File: config.mk
export PLATFORM = sky130hd
export DESIGN_NAME = adc_cal_seq
export DESIGN_NICKNAME = d
export VERILOG_FILES = /design/src/rtl/adc_cal_pkg.sv /design/src/rtl/cal_pin_filt.sv /design/src/rtl/cal_cnt.sv /design/src/rtl/adc_cal_seq.sv
export SDC_FILE = /design/constraint.sdc
export NUM_CORES = 1
export LEC_CHECK = 0
export ABC_AREA = 1
export ABC_CLOCK_PERIOD_IN_PS = 2600
export BUFFER_PORTS_ARGS = -buffer_cell sky130_fd_sc_hd__buf_2
export CORE_AREA = 2 2 81 83
export CTS_CLUSTER_SIZE = 8
export DETAILED_ROUTE_END_ITERATION = 10
export DIE_AREA = 0 0 83 85
export PLACE_DENSITY = 0.59
export SLEW_MARGIN = 5
export SYNTH_ARGS = -nofsm -noshare
export SYNTH_HDL_FRONTEND = slang
export SYNTH_SLANG_ARGS = --single-unit
File: constraint.sdc
create_clock -name clk -period 2.6 [get_ports clk]
set_clock_uncertainty 0.1 [all_clocks]
set_input_delay 0.26 -clock clk [delete_from_list [all_inputs] [get_ports clk]]
set_output_delay 0.26 -clock clk [all_outputs]
set_load 0.01 [all_outputs]
File: src/rtl/adc_cal_pkg.sv
package adc_cal_pkg;

    typedef enum logic [1:0] {
        ST_PU_DLY  = 2'd0,
        ST_PU_GATE = 2'd1,
        ST_CAL     = 2'd2,
        ST_RUN     = 2'd3
    } seq_st_e;

    typedef struct packed {
        logic keep;
        logic trim;
    } cal_kind_t;

    function automatic int unsigned max3(input int unsigned a, input int unsigned b,
                                         input int unsigned c);
        int unsigned m;
        m = (a > b) ? a : b;
        return (m > c) ? m : c;
    endfunction

    function automatic cal_kind_t kind_for(input logic powerup, input logic keep_bit);
        cal_kind_t k;
        k.keep = powerup ? 1'b0 : keep_bit;
        k.trim = powerup ? 1'b1 : ~keep_bit;
        return k;
    endfunction

endpackage

File: src/rtl/cal_pin_filt.sv
module cal_pin_filt #(
    parameter int unsigned MIN_PHASE = 16
) (
    input  logic clk,
    input  logic rst,
    input  logic pin,
    output logic lvl_q,
    output logic lvl_ok,
    output logic rise
);
    localparam int unsigned RW = $clog2(MIN_PHASE + 1);
    localparam logic [RW-1:0] RMAX = RW'(MIN_PHASE);
    localparam logic [RW-1:0] RACC = RW'(MIN_PHASE - 1);

    logic          s1, s2, cand;
    logic [RW-1:0] run;

    always_ff @(posedge clk) begin
        if (rst) begin
            s1     <= 1'b0;
            s2     <= 1'b0;
            cand   <= 1'b0;
            run    <= '0;
            lvl_q  <= 1'b0;
            lvl_ok <= 1'b0;
            rise   <= 1'b0;
        end else begin
            s1   <= pin;
            s2   <= s1;
            rise <= 1'b0;
            if (s2 != cand) begin
                cand <= s2;
                run  <= RW'(1);
            end else begin
                if (run < RMAX) run <= run + RW'(1);
                if (run >= RACC && (!lvl_ok || lvl_q != cand)) begin
                    lvl_q  <= cand;
                    lvl_ok <= 1'b1;
                    rise   <= lvl_ok & ~lvl_q & cand;
                end
            end
        end
    end
endmodule

File: src/rtl/cal_cnt.sv
module cal_cnt #(
    parameter int unsigned W = 8
) (
    input  logic         clk,
    input  logic         rst,
    input  logic         en,
    input  logic [W-1:0] limit,
    output logic         done
);
    logic [W-1:0] cnt;

    assign done = en && (cnt >= limit - W'(1));

    always_ff @(posedge clk) begin
        if (rst)       cnt <= '0;
        else if (en)   cnt <= done ? '0 : cnt + W'(1);
    end
endmodule

File: src/rtl/adc_cal_seq.sv
module adc_cal_seq
    import adc_cal_pkg::*;
#(
    parameter int unsigned SHORT_DLY  = 3_750_000,
    parameter int unsigned LONG_DLY   = 375_000_000,
    parameter int unsigned CAL_CYCLES = 1_500_000,
    parameter int unsigned MIN_PHASE  = 16
) (
    input  logic clk,
    input  logic rst,
    input  logic clk_ok,
    input  logic ser_cfg,
    input  logic dly_long,
    input  logic cal_pin,
    input  logic keep_dclk,
    output logic cal_busy,
    output logic data_oe,
    output logic dclk_oe,
    output logic trim_go
);
    localparam int unsigned CMAX = max3(SHORT_DLY, LONG_DLY, CAL_CYCLES);
    localparam int unsigned CW   = $clog2(CMAX + 1);

    seq_st_e   st;
    cal_kind_t kind_q;
    logic      trim_q, held_hi, ok_d;
    logic      lvl_q, lvl_ok, rise;
    logic      cnt_en, cnt_done, use_long;
    logic [CW-1:0] limit;

    cal_pin_filt #(.MIN_PHASE(MIN_PHASE)) u_filt (
        .clk(clk), .rst(rst), .pin(cal_pin),
        .lvl_q(lvl_q), .lvl_ok(lvl_ok), .rise(rise)
    );

    assign use_long = dly_long & ~ser_cfg;
    assign cnt_en   = (st == ST_PU_DLY && clk_ok) || (st == ST_CAL);

    always_comb begin
        if (st == ST_CAL)  limit = CW'(CAL_CYCLES);
        else if (use_long) limit = CW'(LONG_DLY);
        else               limit = CW'(SHORT_DLY);
    end

    cal_cnt #(.W(CW)) u_cnt (
        .clk(clk), .rst(rst), .en(cnt_en), .limit(limit), .done(cnt_done)
    );

    always_ff @(posedge clk) begin
        if (rst) begin
            st      <= ST_PU_DLY;
            kind_q  <= '0;
            trim_q  <= 1'b0;
            held_hi <= 1'b0;
            ok_d    <= 1'b0;
        end else begin
            ok_d   <= lvl_ok;
            trim_q <= 1'b0;
            if (rise)                          held_hi <= 1'b0;
            else if (lvl_ok && !ok_d && lvl_q) held_hi <= 1'b1;
            unique case (st)
                ST_PU_DLY: if (cnt_done) st <= ST_PU_GATE;
                ST_PU_GATE: begin
                    if (ok_d && !held_hi && !rise) begin
                        st     <= ST_CAL;
                        kind_q <= kind_for(1'b1, keep_dclk);
                        trim_q <= 1'b1;
                    end
                end
                ST_CAL: if (cnt_done) st <= ST_RUN;
                ST_RUN: begin
                    if (rise) begin
                        st     <= ST_CAL;
                        kind_q <= kind_for(1'b0, keep_dclk);
                        trim_q <= kind_for(1'b0, keep_dclk).trim;
                    end
                end
                default: st <= ST_PU_DLY;
            endcase
        end
    end

    assign cal_busy = (st == ST_CAL);
    assign data_oe  = ~cal_busy;
    assign dclk_oe  = ~cal_busy | kind_q.keep;
    assign trim_go  = trim_q;
endmodule

==> impl_results.md <==
- H-tree lvl count: 2
- Pre-Repair DR Iteration Count: 4
- Placed wire-length estimate: 4.32 mm
- Die Y-Extent: 85 um
- Initial core utilization: 43.4%
- Core ar.: 0.00620 mm^2
- Detailed Route WL: 5.74 mm
- Later-pin clock latency in the skew report: 0.30 ns
- Average size of a mapped cell: 7.13 um^2
- Commonest non-fill, non-tap cells in the layout: nand2_1, nor2_1, dfxtp_1
- Synthesized instance count: 378
- Crit path launch type: flop
- Initial antenna violation count: 0
- Final setup TNS: 0 ns
- Final instance area: 0.00304 mm^2
- Share of cells above drive strength 1: 12.7%
- Placed Instance Area: 0.00287 mm^2
- Drt initial violations: 50
- Fin. Hold Viols: 0
- Die area: 0.00706 mm^2
- #FFs+latches synth: 46
- Vias/cell: 4.83
- Yosys cell types: 34
- Remaining DRCs: 0
- Die Width: 83 um
- IO Port Bufs: 10
- CTS Buf Count: 5
- Routed length per instance: 12.0 um
- Synth warn: 0
- CP Launch Point: st[1]$_SDFFE_PP0P_
- Cell taking the most area after synthesis: dfxtp_1
- Clock tree sinks: 46
- Commonest non-fill, non-tap cell in the layout: nand2_1
- Ports: 11
- Setup ws final: 0.156 ns
- Worst setup EP type: flop
- Sequential area share after synthesis: 34.2%
- Setup WS pre-CTS: 0.0864 ns
- Dpl cells: 469
- RePlAce Congestion: 0.836
- Fin Hold WS: 0.0445 ns
- Maxcap violations: 0
- Worst slew pin tran: 0.470 ns
- Total track usage: 17.3%
- Area growth, synth to finish: 12.8%
- Relative slew slack: 68.4%
- CP Data Required Time: 2.70 ns
- Top-area cell type share of the netlist area: 34.2%
- Post-Syn Nets: 408
- Number of global-route vias before repair: 2,198
- First-pass GRT wire length: 9.94 mm
- Hold Path Class: input pin to flop
- Kind of critical path: flop to flop
- Fin crit share: 94.0%
- Final Max Slew Viols: 0
- Site Rows: 29
- Min-delay src: cal_pin
- Max VDD drop: 0.364 mV
- Count of final setup violators: 0
- Mapped Area: 0.00270 mm^2
- P_leak: 1.31 nW
- TritonCTS clock tree: built
- Routed vias: 2,314
- CP arrival: 2.54 ns
- Layout Nets: 431
- Clock buffer depth: 2
- Max Freq: 0.409 GHz
- Largest cells by area after synthesis: dfxtp_1, nor2_1, ha_1, nand2_1, inv_1
- GRT overflow: 0
- Non-Filler Instances: 479
- P per Cell Area: 415 mW/mm^2
- Outcome: complete, no violations
- # diodes: 0
- Minimum clock period: 2.44 ns
- Largest net degree at the start of global routing: 18
- Worst r2r src: st[1]$_SDFFE_PP0P_
- Root Driver: clkbuf_8
- Routed Antenna Nets: 0
- Worst-path clk slew: 0.09 ns
- Worst-path fanout max: 7
## synth_stat cells
cell type,n
ha_1,23
inv_2,1
nor3_1,11
o21ai_2,1
nand4_4,1
o31ai_1,1
mux2i_1,1
o32ai_1,1
inv_1,46
and3_1,1
o21ai_0,5
nor2_4,4
o21a_1,1
buf_6,2
nand2_4,1
nand2_2,2
nand4_1,4
nand3b_1,1
or2_2,2
dfxtp_1,46
a22oi_1,2
a41oi_1,1
nor2_2,3
xnor2_1,3
a211oi_1,2
o21bai_1,1
nor4_1,1
nand3_1,20
xor2_1,17
nor2_1,77
o22ai_1,1
nand2_1,73
clkbuf_1,2
a21oi_1,20
## critical path, stage by stage (launching register included)
cell	delay, ns
dfxtp_1	0.34
inv_1	0.09
nor2_4	0.13
inv_1	0.07
o21ai_1	0.10
inv_1	0.13
buf_4	0.15
ha_1	0.28
nand2_1	0.06
o21bai_1	0.18
nand3_1	0.09
nand3_1	0.09
nand2_1	0.06
nand2_1	0.08
nand2_2	0.07
nand2_4	0.10
clkbuf_16	0.16
nor2_1	0.04
## kinds of logic after synthesis
kind of cell,after synthesis,share of synthesized area (%)
simple gates,201,32.8
buf+inv,51,7.66
flops,46,34.2
compound gates,36,7.80
fa+ha+maj,23,10.7
xor+xnor,20,6.50
mux,1,0.371
## metrics by stage
step	power, mW	utilization (%)
after global placement	0.807	46.3
after floorplan	0.786	-
final	1.26	49.0
after global routing	1.32	49.0
after CTS	1.27	47.8
after detailed placement	0.807	46.3
## area by class of cell
| type | count | area (um^2) |
|---|---|---|
| fillers | 624 | 3160 |
| multi-input cells | 281 | 1600 |
| flip-flops and latches | 46 | 921 |
| inverters | 47 | 176 |
| repair buffers | 20 | 154 |
| well taps | 77 | 96.3 |
| clock buffers | 5 | 68.8 |
| clock inverters | 3 | 23.8 |
## worst paths after layout
kind              slack (ns)                   endpoint  depth (start not counted)
hold reg to reg         0.31       u_filt.s2$_SDFF_PP0_                          2
setup reg to reg        0.16  u_cnt.cnt[6]$_SDFFE_PP0P_                         17
setup / recovery        0.16  u_cnt.cnt[6]$_SDFFE_PP0P_                         17
hold / removal          0.04       u_filt.s1$_SDFF_PP0_                          3
## registers in the layout, indices dropped and copies added (netlist names)
signal	flops
held_hi	1
kind_q	1
u_filt.lvl_ok	1
u_cnt.cnt	29
ok_d	1
u_filt.s1	1
u_filt.cand	1
u_filt.rise	1
u_filt.run	5
trim_go	1
u_filt.lvl_q	1
u_filt.s2	1
st	2
## power breakdown
part	internal, mW	total (mW)	switching, mW
clock network	0.193	0.461	0.269
logic	0.0332	0.0809	0.0476
registers	0.713	0.719	0.00670
total	0.939	1.26	0.323
## per-layer routing
| layer | global-route usage [%] | part of all wire (%) |
|---|---|---|
| met5 | 0 | 0 |
| met4 | 4.77 | 1.0 |
| met3 | 4.57 | 2.4 |
| met2 | 30.1 | 47 |
| met1 | 21.3 | 50 |
## timing repair
item	4_1_cts	5_1_grt
buffers inserted	0	1
hold buffers	0	0
endpoints found under the hold margin	0	0
gates resized for setup	0	14
endpoints found under the setup margin	0	29
(Power assumes the default switching activity.)
